[src/rtl/seq_pkg.sv]
package seq_pkg;

    localparam int NUM_T   = 6;
    localparam int FETCH_T = 3;
    localparam int EXEC_T  = NUM_T - FETCH_T;
    localparam int OP_W    = 4;
    localparam int CW_W    = 12;

    localparam logic [OP_W-1:0] OP_LDA = 4'b0000;
    localparam logic [OP_W-1:0] OP_ADD = 4'b0001;
    localparam logic [OP_W-1:0] OP_SUB = 4'b0010;
    localparam logic [OP_W-1:0] OP_OUT = 4'b1110;
    localparam logic [OP_W-1:0] OP_HLT = 4'b1111;

    localparam int B_PC_INC  = 11;
    localparam int B_PC_DRV  = 10;
    localparam int B_AR_LD   = 9;
    localparam int B_RAM_DRV = 8;
    localparam int B_IR_LD   = 7;
    localparam int B_IR_DRV  = 6;
    localparam int B_ACC_LD  = 5;
    localparam int B_ACC_DRV = 4;
    localparam int B_SUB     = 3;
    localparam int B_ALU_DRV = 2;
    localparam int B_B_LD    = 1;
    localparam int B_OUT_LD  = 0;

    localparam logic [CW_W-1:0] CW_IDLE = '0;

    typedef struct packed {
        logic [NUM_T-1:0] ring;
        logic             stop;
    } ring_state_t;

    function automatic logic [CW_W-1:0] cw_bit(input int pos);
        logic [CW_W-1:0] w;
        w = '0;
        w[pos] = 1'b1;
        return w;
    endfunction

    function automatic logic [CW_W-1:0] fetch_word(input int slot);
        case (slot)
            0:       return cw_bit(B_PC_DRV) | cw_bit(B_AR_LD);
            1:       return cw_bit(B_PC_INC);
            2:       return cw_bit(B_RAM_DRV) | cw_bit(B_IR_LD);
            default: return CW_IDLE;
        endcase
    endfunction

    function automatic logic [CW_W-1:0] exec_word(input logic [OP_W-1:0] op,
                                                  input int slot);
        logic is_math;
        is_math = (op == OP_ADD) || (op == OP_SUB);
        case (slot)
            0: begin
                if (op == OP_LDA || is_math)
                    return cw_bit(B_IR_DRV) | cw_bit(B_AR_LD);
                else if (op == OP_OUT)
                    return cw_bit(B_ACC_DRV) | cw_bit(B_OUT_LD);
                else
                    return CW_IDLE;
            end
            1: begin
                if (op == OP_LDA)
                    return cw_bit(B_RAM_DRV) | cw_bit(B_ACC_LD);
                else if (is_math)
                    return cw_bit(B_RAM_DRV) | cw_bit(B_B_LD);
                else
                    return CW_IDLE;
            end
            2: begin
                if (op == OP_ADD)
                    return cw_bit(B_ALU_DRV) | cw_bit(B_ACC_LD);
                else if (op == OP_SUB)
                    return cw_bit(B_ALU_DRV) | cw_bit(B_ACC_LD) | cw_bit(B_SUB);
                else
                    return CW_IDLE;
            end
            default: return CW_IDLE;
        endcase
    endfunction

endpackage

[src/rtl/seq_ring.sv]
module seq_ring
    import seq_pkg::*;
#(
    parameter int N_T     = NUM_T,
    parameter int N_FETCH = FETCH_T,
    parameter int W_OP    = OP_W
) (
    input  logic             clk,
    input  logic             rst,
    input  logic [W_OP-1:0]  opcode,
    output logic [N_T-1:0]   tstate,
    output logic             halted
);

    localparam logic [N_T-1:0] RING_INIT = {{(N_T-1){1'b0}}, 1'b1};

    typedef struct packed {
        logic [N_T-1:0] ring;
        logic           stop;
    } rs_t;

    rs_t st_d, st_q;
    logic hlt_hit_d;

    always_comb begin
        st_d      = st_q;
        hlt_hit_d = st_q.ring[N_FETCH] && (opcode == OP_HLT);
        if (!st_q.stop) begin
            if (hlt_hit_d) begin
                st_d.stop = 1'b1;
            end else begin
                st_d.ring = {st_q.ring[N_T-2:0], st_q.ring[N_T-1]};
            end
        end
    end

    always_ff @(negedge clk or posedge rst) begin
        if (rst) begin
            st_q.ring <= RING_INIT;
            st_q.stop <= 1'b0;
        end else begin
            st_q <= st_d;
        end
    end

    assign tstate = st_q.ring;
    assign halted = st_q.stop;

endmodule

[src/rtl/seq_fetch_dec.sv]
module seq_fetch_dec
    import seq_pkg::*;
#(
    parameter int N_T     = NUM_T,
    parameter int N_FETCH = FETCH_T,
    parameter int W_CW    = CW_W
) (
    input  logic [N_FETCH-1:0] fetch_ring,
    output logic [W_CW-1:0]    fetch_cw
);

    logic [W_CW-1:0] slot_w [N_FETCH];

    for (genvar j = 0; j < N_FETCH; j++) begin : g_fslot
        assign slot_w[j] = fetch_ring[j] ? fetch_word(j) : '0;
    end

    always_comb begin
        fetch_cw = '0;
        for (int j = 0; j < N_FETCH; j++) begin
            fetch_cw = fetch_cw | slot_w[j];
        end
    end

endmodule

[src/rtl/seq_exec_dec.sv]
module seq_exec_dec
    import seq_pkg::*;
#(
    parameter int N_EXEC = EXEC_T,
    parameter int W_OP   = OP_W,
    parameter int W_CW   = CW_W
) (
    input  logic [N_EXEC-1:0] exec_ring,
    input  logic [W_OP-1:0]   opcode,
    output logic [W_CW-1:0]   exec_cw
);

    logic [W_CW-1:0] slot_w [N_EXEC];

    for (genvar j = 0; j < N_EXEC; j++) begin : g_xslot
        assign slot_w[j] = exec_ring[j] ? exec_word(opcode, j) : '0;
    end

    always_comb begin
        exec_cw = '0;
        for (int j = 0; j < N_EXEC; j++) begin
            exec_cw = exec_cw | slot_w[j];
        end
    end

endmodule

[src/rtl/tstate_sequencer.sv]
module tstate_sequencer
    import seq_pkg::*;
#(
    parameter int N_T     = NUM_T,
    parameter int N_FETCH = FETCH_T,
    parameter int W_OP    = OP_W,
    parameter int W_CW    = CW_W
) (
    input  logic             clk,
    input  logic             rst,
    input  logic [W_OP-1:0]  opcode,
    output logic [N_T-1:0]   tstate,
    output logic [W_CW-1:0]  ctrl_word,
    output logic             halted
);

    localparam int N_EXEC = N_T - N_FETCH;

    logic [W_CW-1:0] fetch_cw;
    logic [W_CW-1:0] exec_cw;

    seq_ring #(
        .N_T    (N_T),
        .N_FETCH(N_FETCH),
        .W_OP   (W_OP)
    ) u_ring (
        .clk   (clk),
        .rst   (rst),
        .opcode(opcode),
        .tstate(tstate),
        .halted(halted)
    );

    seq_fetch_dec #(
        .N_T    (N_T),
        .N_FETCH(N_FETCH),
        .W_CW   (W_CW)
    ) u_fetch (
        .fetch_ring(tstate[N_FETCH-1:0]),
        .fetch_cw  (fetch_cw)
    );

    seq_exec_dec #(
        .N_EXEC(N_EXEC),
        .W_OP  (W_OP),
        .W_CW  (W_CW)
    ) u_exec (
        .exec_ring(tstate[N_T-1:N_FETCH]),
        .opcode   (opcode),
        .exec_cw  (exec_cw)
    );

    always_comb begin
        if (rst || halted) begin
            ctrl_word = '0;
        end else begin
            ctrl_word = fetch_cw | exec_cw;
        end
    end

endmodule

[config.mk]
export PLATFORM = sky130hd
export DESIGN_NAME = tstate_sequencer
export DESIGN_NICKNAME = d
export VERILOG_FILES = /design/src/rtl/seq_pkg.sv /design/src/rtl/seq_ring.sv /design/src/rtl/seq_fetch_dec.sv /design/src/rtl/seq_exec_dec.sv /design/src/rtl/tstate_sequencer.sv
export SDC_FILE = /design/constraint.sdc
export NUM_CORES = 1
export LEC_CHECK = 0
export BUFFER_PORTS_ARGS = -buffer_cell sky130_fd_sc_hd__buf_2
export CORE_AREA = 2 2 39 41
export CTS_BUF_LIST = sky130_fd_sc_hd__clkbuf_4 sky130_fd_sc_hd__clkbuf_8
export CTS_CLUSTER_SIZE = 16
export DETAILED_ROUTE_END_ITERATION = 10
export DIE_AREA = 0 0 41 43
export PLACE_DENSITY = 0.74
export SYNTH_ARGS = -nofsm -noshare
export SYNTH_HDL_FRONTEND = slang
export SYNTH_HIERARCHICAL = 1
export SYNTH_SLANG_ARGS = --single-unit
[constraint.sdc]
create_clock -name clk -period 1.43 [get_ports clk]
set_input_delay 0.143 -clock clk [delete_from_list [all_inputs] [get_ports clk]]
set_output_delay 0.143 -clock clk [all_outputs]
set_load 0.01 [all_outputs]
==> Word-level counts from Yosys, hierarchy flattened <==
Index checks and enable logic that the tools add are counted.
W data, S select, Z words.
{ "totals": {"mem_bits_rw": 0, "mem_count": 0, "rom_bits": 0, "reg_bits": 7, "latchBits": 0} }
{ "classes": {"shift": 0, "bitwise_logic": 7, "div": 0, "order_cmp": 0, "n_addsub": 0, "reduce_logical": 6, "mux": 15, "n_eq_ne": 4, "mul": 0} }
{ "ops": {"columns": ["operator", "n"], "rows": [
  ["$mux W12", 6],
  ["$or A12 B12 Y12", 5],
  ["$mux W10", 2],
  ["$mux W9", 2],
  ["$mux W11", 1],
  ["$eq A4 B4 Y1 const B", 2],
  ["$mux W6", 1],
  ["$mux W5", 1],
  ["$eq A4 B1 Y1 const B", 1],
  ["$eq A4 B2 Y1 const B", 1],
  ["$logic_not A4 Y1", 1],
  ["$logic_or A1 B1 Y1", 3],
  ["$mux W1", 2],
  ["$not A1 Y1", 2],
  ["$reduce_and A2 Y1", 1],
  ["$logic_and A1 B1 Y1", 1]
]} }

==> Depth between registers and ports, before layout <==
{ "logic_depth": {"ltp_word": 9, "ltp_mapped": 4, "ltp_nobuf": 3} }

==> Hierarchy <==
Netlist, hierarchy kept.
{ "modules_own_cells": {"columns": ["module", "seq_area_each_um2", "area_per_inst_um2", "cells_per_inst", "instances"], "rows": [
  ["seq_ring", 176.4, 286.5, 21, 1],
  ["seq_exec_dec", 0.0, 135.1, 19, 1],
  ["tstate_sequencer", 0.0, 107.6, 14, 1],
  ["seq_fetch_dec", 0.0, 93.8, 13, 1]
]} }

==> impl_metrics.ini <==
[worst_setup_path]
cp_num_buf_inv = 1
crit_path_top_delay_cell = dfrtn_1
path_class = flop to output port
crit_chain = nor3b_4, and3b_2, o21a_1, buf_2
crit_path_max_incr_delay_ps = 410
crit_arrival_ps = 2000
required_ps = 1290
crit_path_start_kind = flop
cp_top_family = simple AND/OR/NAND/NOR gates
crit_fanout = 3
critPathCaptureType = output port

[sta]
rsz0062_at_grt = yes
setup_viol_count_final = 24
fin_ws_ps = -714
hold_ws_ps = 400
clock_skew_ps = 48.4
hold_viol_final = 0
maxSlewViolCount = 0

[cts]
cts_buffers = 3
path_clk_slew_ps = 40
h-tree-depth = 1
cts-root-buf = clkbuf_4
cts_tree = done
clock_latency_ps = 300
clk_path_buf_depth = 2
clock_sinks = 7

[floorplanning]
die_y_um = 43
die_x_um = 41
start_util = 0.450
core_area_um2 = 1380
num_rows = 14
die-area_um2 = 1760
ios = 25

[run]
maxCapViolations = 0

[power]
combPwrFrac = 0.658
pwr-share-clk = 0.110
swShare = 0.347
p_int_mw = 1.20
p_switching_mw = 0.640
p_leak_nw = 0.512
seqPwrFrac = 0.231
power_density_nw_per_um2 = 1910
ir_worst_vdd_uv = 1180

[worst_hold_path]
min-delay-path-class = primary input to asynchronous set/reset pin

[layout]
seqCellArea_um2 = 176
final_core_util = 0.698
drive_above_1_share = 0.619
fillers = 115
multiInputGateArea_um2 = 374
n_antenna_cell = 0
syn_to_final_growth_pct = 55.0
layout.nets = 112

[drt]
via_per_inst = 4.60
routed_wl_mm = 1.42
drc_errors = 0
avgRoutedWirePerCell_um = 11.8
drt_iter0_markers = 10
antenna_left = 0
dr_total_vias = 557
dr.pass1.iters = 2

[placed_design]
port_buffers = 24
post-dp-hpwl_mm = 1.00
gp_congestion = 0.724
pre_cts_ws_ps = -488

[synth]
ys_ff_latch = 7
synth_cells = 67
synth-edff-count = 0
yosysTopAreaCellShare = 0.241
async_reset_ff_frac = 1.00
netlist_area_um2 = 623
synth.avg_cell_area_um2 = 9.30
yosysMostFrequentCell = buf_4
yosysUniqueCellTypes = 23
yosysWarnings = 6
synthFlopType = dfrtn_1
synthTopCellsByArea = dfrtn_1, buf_4, o21a_1
synth_top_cell_by_area = dfrtn_1
seq_area_frac_synth = 0.283
synth_common_cells = buf_4, o21a_1, dfrtn_1

[global_routing]
grt_max_degree = 8
grt_pass1_vias = 517
antenna_found_initial = 0
grt_pass1_wl_mm = 2.21
grt_usage = 0.183
overflow = 0

[outcome]
violations = negative setup slack
status = finished, violations left
-- power groups by stage --
stage | clock network (mW) | logic, mW | registers [mW]
floorplan | 0.00875 | 0.509 | 0.492
global placement | 0.00875 | 0.869 | 0.402
detailed placement | 0.00875 | 0.884 | 0.408
CTS | 0.213 | 1.14 | 0.422
global route | 0.224 | 1.29 | 0.441
finish | 0.203 | 1.21 | 0.427
-- placed cells by master (no fill, tap or decap), types with 2 or more instances in the layout --
master    netlist  final
clkbuf_4        0      4
mux2_4          0      4
o21a_1         12     12
inv_1           4      4
buf_6           1     16
buf_2           0     16
nor2_1          2      2
dfrtn_1         6      6
conb_1          2     10
nor3b_2         0      2
buf_4          17     12
and2_4          0      2
-- registers in the layout, summed over array words and instances (netlist names) --
| signal | flops |
|---|---|
| u_ring/halted | 1 |
| u_ring/tstate | 6 |
-- per-stage QoR --
| stage | cell area, µm² | total power, mW | cells | setup TNS (ps) |
|---|---|---|---|---|
| CTS | 936 | 1.78 | 119 | -10470 |
| finish | 966 | 1.84 | 121 | -10530 |
| global placement | 781 | 1.28 | 111 | -6620 |
| floorplan | 674 | 1.01 | 75 | -5580 |
| detailed placement | 781 | 1.30 | 111 | -6850 |
| global route | 966 | 1.96 | 121 | -11570 |
-- cell families (layout without fill, tap and decap cells) --
kind of cell           Yosys count  after routing  synth area share
flip-flops                       7              7             0.283
buffers and inverters           22             52             0.247
other                            2             10            0.0121
XOR/XNOR                         1              1            0.0141
AO/OA/AOI/OAI                   18             18             0.229
AND/OR/NAND/NOR                 13             13             0.143
multiplexers                     4              4            0.0723
-- repair_timing --
action / CTS / global route
setup endpoints to repair: 23 / 24
buffers inserted: 5 / 4
pin swaps: 9 / 2
hold buffers: 0 / 0
gates resized for setup: 20 / 6
-- layout make-up --
type                            count  area share
Clock buffer                        4      0.0311
Multi-Input combinational cell     46       0.387
Tap cell                           16      0.0207
Clock inverter                      1     0.00389
Inverter                            3      0.0117
Timing Repair Buffer               44       0.363
Sequential cell                     7       0.183
-- routing by layer --
layer,global-route usage,wire [µm],up-vias
met2,0.303,762,11
met5,0,0,-
li1,-,-,278
met3,0.0314,54,2
met4,0.0600,5,0
met1,0.227,600,266
-- final timing paths --
path	start	to	slack, ps	cells after the start
max	u_ring/tstate[5]	ctrl_word[3]	-710	4
min	rst	u_ring/halted	400	2
max reg2reg	u_ring/tstate[3]	u_ring/tstate[5]	90	4
min reg2reg	u_ring/tstate[1]	u_ring/tstate[2]	550	1
max in group asynchronous	rst	u_ring/tstate[2]	700	3
min in group clk	u_ring/tstate[1]	u_ring/tstate[2]	550	1
-- worst register-to-register path: stages, from the launching register on --
cell and delay, ps:
dfrtn_1 360, buf_6 130, buf_6 120, a21oi_4 250, mux2_4 320
Power figures use the tool's default switching activity.
